$ cat src/rtl/irq_accept_pkg.sv
package irq_accept_pkg;
  localparam int NUM_SRC = 5;
  localparam int IDX_W   = $clog2(NUM_SRC);
  localparam int MASK_W  = 3;

  typedef logic [IDX_W-1:0] src_idx_t;

  localparam src_idx_t SRC_NMI  = 3'd0;
  localparam src_idx_t SRC_FAST = 3'd1;
  localparam src_idx_t SRC_MID  = 3'd2;
  localparam src_idx_t SRC_LOW  = 3'd3;
  localparam src_idx_t SRC_EXT  = 3'd4;

  // Lowest set index of the candidate vector (highest priority first).
  function automatic src_idx_t first_set(input logic [NUM_SRC-1:0] cand);
    src_idx_t r;
    r = '0;
    for (int i = NUM_SRC - 1; i >= 0; i--) begin
      if (cand[i]) r = src_idx_t'(i);
    end
    return r;
  endfunction

  // Which sources may be taken, given enable and mask state.
  function automatic logic [NUM_SRC-1:0] eligible(
    input logic              nmi,
    input logic              fast_pend,
    input logic              mid,
    input logic              low,
    input logic              ext,
    input logic              en,
    input logic [MASK_W-1:0] mask
  );
    logic [NUM_SRC-1:0] c;
    c[0] = nmi;
    c[1] = en & fast_pend & ~mask[0];
    c[2] = en & mid       & ~mask[1];
    c[3] = en & low       & ~mask[2];
    c[4] = en & ext;
    return c;
  endfunction
endpackage

$ cat src/rtl/irq_rise_latch.sv
module irq_rise_latch (
  input  logic clk,
  input  logic rst_n,
  input  logic req,
  input  logic clr,
  output logic pend
);
  logic req_prev;
  logic rise;

  assign rise = req & ~req_prev;

  always_ff @(posedge clk) begin
    if (!rst_n) begin
      req_prev <= 1'b0;
      pend     <= 1'b0;
    end else begin
      req_prev <= req;
      if (rise)     pend <= 1'b1;
      else if (clr) pend <= 1'b0;
    end
  end
endmodule

$ cat src/rtl/irq_enable_ctrl.sv
module irq_enable_ctrl
  import irq_accept_pkg::*;
(
  input  logic              clk,
  input  logic              rst_n,
  input  logic              cmd_en,
  input  logic              cmd_dis,
  input  logic              mask_wr,
  input  logic [MASK_W-1:0] mask_bits,
  input  logic              fire,
  output logic              glb_en,
  output logic [MASK_W-1:0] mask_q
);
  always_ff @(posedge clk) begin
    if (!rst_n) begin
      glb_en <= 1'b0;
      mask_q <= '0;
    end else begin
      if (fire)         glb_en <= 1'b0;
      else if (cmd_dis) glb_en <= 1'b0;
      else if (cmd_en)  glb_en <= 1'b1;
      if (mask_wr) mask_q <= mask_bits;
    end
  end
endmodule

$ cat src/rtl/irq_ack_timer.sv
module irq_ack_timer #(
  parameter int ACK_LEN = 1
) (
  input  logic clk,
  input  logic rst_n,
  input  logic start,
  output logic busy
);
  localparam int CNT_W = $clog2(ACK_LEN + 1);

  generate
    if (ACK_LEN == 1) begin : g_single
      always_ff @(posedge clk) begin
        if (!rst_n) busy <= 1'b0;
        else        busy <= start;
      end
    end else begin : g_count
      logic [CNT_W-1:0] cnt;
      always_ff @(posedge clk) begin
        if (!rst_n)          cnt <= '0;
        else if (start)      cnt <= CNT_W'(ACK_LEN);
        else if (cnt != '0)  cnt <= cnt - 1'b1;
      end
      assign busy = (cnt != '0);
    end
  endgenerate
endmodule

$ cat src/rtl/irq_accept_unit.sv
module irq_accept_unit
  import irq_accept_pkg::*;
#(
  parameter int ACK_LEN = 1
) (
  input  logic              clk,
  input  logic              rst_n,
  input  logic              req_nmi,
  input  logic              req_fast,
  input  logic              req_mid,
  input  logic              req_low,
  input  logic              req_ext,
  input  logic              sample_stb,
  input  logic              hold_active,
  input  logic              cmd_en,
  input  logic              cmd_dis,
  input  logic              mask_wr,
  input  logic [MASK_W-1:0] mask_bits,
  input  logic              mask_clr_fast,
  output logic              accept,
  output logic [IDX_W-1:0]  accept_idx,
  output logic              ext_ack,
  output logic              glb_en
);
  logic               fast_pend;
  logic               fast_clr;
  logic [MASK_W-1:0]  mask_q;
  logic [NUM_SRC-1:0] cand;
  src_idx_t           pick;
  logic               fire;
  logic               fire_ext;

  assign cand     = eligible(req_nmi, fast_pend, req_mid, req_low, req_ext, glb_en, mask_q);
  assign pick     = first_set(cand);
  assign fire     = sample_stb & ~hold_active & (|cand);
  assign fire_ext = fire & (pick == SRC_EXT);
  assign fast_clr = (fire & (pick == SRC_FAST)) | (mask_wr & mask_clr_fast);

  irq_rise_latch u_fast (
    .clk   (clk),
    .rst_n (rst_n),
    .req   (req_fast),
    .clr   (fast_clr),
    .pend  (fast_pend)
  );

  irq_enable_ctrl u_en (
    .clk       (clk),
    .rst_n     (rst_n),
    .cmd_en    (cmd_en),
    .cmd_dis   (cmd_dis),
    .mask_wr   (mask_wr),
    .mask_bits (mask_bits),
    .fire      (fire),
    .glb_en    (glb_en),
    .mask_q    (mask_q)
  );

  irq_ack_timer #(.ACK_LEN(ACK_LEN)) u_ack (
    .clk   (clk),
    .rst_n (rst_n),
    .start (fire_ext),
    .busy  (ext_ack)
  );

  always_ff @(posedge clk) begin
    if (!rst_n) begin
      accept     <= 1'b0;
      accept_idx <= '0;
    end else begin
      accept <= fire;
      if (fire) accept_idx <= pick;
    end
  end
endmodule

$ cat config.mk
export PLATFORM = sky130hd
export DESIGN_NAME = irq_accept_unit
export DESIGN_NICKNAME = d
export VERILOG_FILES = /design/src/rtl/irq_accept_pkg.sv /design/src/rtl/irq_rise_latch.sv /design/src/rtl/irq_enable_ctrl.sv /design/src/rtl/irq_ack_timer.sv /design/src/rtl/irq_accept_unit.sv
export SDC_FILE = /design/constraint.sdc
export NUM_CORES = 1
export LEC_CHECK = 0
export BUFFER_PORTS_ARGS = -buffer_cell sky130_fd_sc_hd__buf_4
export CAP_MARGIN = 40
export CELL_PAD_IN_SITES_DETAIL_PLACEMENT = 0
export CELL_PAD_IN_SITES_GLOBAL_PLACEMENT = 1
export CORE_MARGIN = 4
export CORE_UTILIZATION = 31
export DETAILED_ROUTE_END_ITERATION = 16
export GPL_TIMING_DRIVEN = 0
export HOLD_SLACK_MARGIN = 0.1
export PLACE_DENSITY_LB_ADDON = 0.1
export RECOVER_POWER = 25
export SYNTH_ARGS = -nofsm -noshare
export SYNTH_HDL_FRONTEND = slang
export SYNTH_SLANG_ARGS = --single-unit
$ cat constraint.sdc
create_clock -name clk -period 1.7 [get_ports clk]
set_clock_uncertainty 0.15 [all_clocks]
set_input_delay 0.085 -clock clk [delete_from_list [all_inputs] [get_ports clk]]
set_output_delay 0.085 -clock clk [all_outputs]
set_load 0.01 [all_outputs]
==> flow_summary_export.csv <==
group,metric,value,unit
sta,relSlewSlack,0.8014,
sta,tns,0,ps
cts,postCtsSetupRepairBufs,0,
setup_path,end_kind,"flip-flop",
sta,fmax,656.5,MHz
power_and_ir_drop,power.leakage,0.3500,nW
hold_path,hold_path.class,"input port to flip-flop",
global_routing,grt_pass1_vias,433,
sta,rsz0062_at_grt,"false",
setup_path,cp_max_fo,1,
cts,hold_buffers,15,
sta,hold_ws,122.4,ps
power_and_ir_drop,ir_worst_vdd,0.0004465,V
global_routing,grt_pass1_wl,1.780,mm
routing,postRouteAntennaNets,0,
placed_design,io_buffer_count,21,
finish,n_fill_cell,144,
setup_path,setup.worst_path.start_class,"input port",
sta,tightest_slew,297.4,ps
cts,clkTransAtPathRegs,70,ps
global_routing,grt_use_total,0.1176,
logic_synthesis,synth_async_sr_flop_share,0,
logic_synthesis,yosys_warnings,0,
global_routing,grt_start_max_net_pins,11,
logic_synthesis,synth_ff_type,"dfxtp_1",
cts,numCtsBuffers,3,
setup_path,critical_path_class,"input port to flip-flop",
routing,wirelength,1.098,mm
logic_synthesis,syn_inst,45,
logic_synthesis,yosysUniqueCellTypes,22,
cts,cts_max_level,1,
placed_design,dp_hpwl,766.1,um
floorplan,ios,22,
finish,finalNonFillerCells,100,
sta,slew_viol_final,0,
setup_path,r2r_end,"u_en.glb_en",
floorplan,die_h,47.16,um
logic_synthesis,syn_avg_cell_area,10.57,um2
global_routing,grt_overflow,0,
floorplan,dieArea,0.002224,mm2
setup_path,crit_arrival,1530,ps
floorplan,core,0.001366,mm2
setup_path,cp-startpoint,"mask_clr_fast",
power_and_ir_drop,power.density,678.6,mW/mm2
finish,final_cell_mix,"17 x buf_4, 15 x dlygate4sd3_1, 11 x dfxtp_1, 7 x nor2b_1, 5 x clkbuf_1",
run_status,status,"complete, no violations",
setup_path,endpoint,"u_fast.pend",
cts,clockBufferDepth,2,
floorplan,start_util,0.3480,
sta,final_hold_viol_count,0,
routing,vias,448,
sta,period_needed,1523,ps
floorplan,row_count,13,
finish,layout_commonest_cell,"buf_4",
placed_design,dpl.cell_count,81,
finish,layout.nets,102,
setup_path,r2r_cells,4,
setup_path,reg2reg_from,"u_en.mask_q[1]",
logic_synthesis,netlist_area,475.5,um2
setup_path,r2r_setup_slack,340,ps
logic_synthesis,yosysSeqAreaShare,0.4632,
sta,period_share,0.8960,
cts,clock-sinks,11,
routing,dr.first_iter.drc_count,1,
routing,via_per_inst,4.480,
logic_synthesis,synth_nets,61,
cts,cts_tree,"yes",
logic_synthesis,ys_seq_elements,11,
routing,drc_errors,0,
logic_synthesis,synth-edff-count,0,
placed_design,globalplace.congestion,0.6525,
floorplan,die_w,47.16,um
cts,cts_resized,0,
finish,drive_above_1_share,0.3059,
sta,final-setup-viol-count,0,
cts,cts-root-buf,"clkbuf_4",
routing,wl_per_cell,10.98,um
setup_path,crit_required,1700,ps
finish,area_delta_synth_final,71.05,%
run,cap_violations,0,
routing,first_pass_iters,4,
global_routing,antenna_found_initial,0,
cts,clock_latency,260,ps
finish,antennaDiodeCount,0,
==> critical path, stage by stage <==
cell           delay (ps)
dlygate4sd3_1         530
buf_4                 100
nand2_1                40
dlygate4sd3_1         550
a41o_1                220
==> cells in the mapped netlist, types with 2 or more instances <==
master,instances,share of area
nor2b_1,7,0.092
and2_1,2,0.026
dfxtp_1,11,0.46
nand2b_1,2,0.026
mux2i_1,3,0.063
nand2_1,4,0.032
==> metrics by stage <==
| step | cell area, um2 | setup slack (ps) | power, mW | util |
|---|---|---|---|---|
| finish | 813.3 | 176.8 | 0.5519 | 0.5952 |
| global route | 813.3 | 158.9 | 0.5903 | 0.5952 |
| CTS | 828.3 | 203.1 | 0.5627 | 0.6062 |
| detailed placement | 651.9 | 315.9 | 0.3560 | 0.4771 |
| global placement | 651.9 | 358.0 | 0.3546 | 0.4771 |
| floorplan | 475.5 | 418.4 | 0.3162 | - |
==> area by class of cell <==
class / instances / area (um2) / area share
Timing Repair Buffer: 36 / 292.8 / 0.3600
Multi-Input combinational cell: 32 / 240.2 / 0.2954
Clock buffer: 4 / 26.28 / 0.03231
Buffer: 1 / 11.26 / 0.01385
Tap cell: 15 / 18.77 / 0.02308
Sequential cell: 11 / 220.2 / 0.2708
Inverter: 1 / 3.754 / 0.004615
==> kinds of logic (layout without fill, tap and decap cells) <==
family          count (synthesis)  count (layout)  share of synthesized area
simple gates                   22              22                     0.3342
mux                             3               3                    0.06316
buf+inv                         2              42                    0.03157
compound gates                  7               7                     0.1079
flops                          11              11                     0.4632
==> how the worst min path moves through the flow <==
stage | slack [ps] | start | end | cells after the start
5_1_grt | 150 | hold_active | accept_idx[0] | 5
2_1_floorplan | 6 | cmd_dis | u_en.glb_en | 1
6_report | 120 | hold_active | accept_idx[1] | 5
4_1_cts | 110 | hold_active | accept_idx[0] | 5
3_5_place_dp | 100 | cmd_dis | u_en.glb_en | 2
3_3_place_gp | 100 | cmd_dis | u_en.glb_en | 2
==> power by group <==
part	total (mW)	switching (mW)	internal (mW)
Combinational	0.106	0.0359	0.0705
Clock	0.173	0.0827	0.0905
Sequential	0.272	0.00481	0.267
==> registers in the layout (all words and copies together), names as in the netlist <==
register         count
accept               1
accept_idx           3
u_ack.busy           1
u_en.glb_en          1
u_en.mask_q          3
u_fast.pend          1
u_fast.req_prev      1
==> per-layer routing <==
layer	routed length, um	GRT usage
met1	483	0.1425
met2	512	0.1843
met3	103	0.04598
met4	0	0.04972
met5	0	0
(Power assumes the default switching activity.)
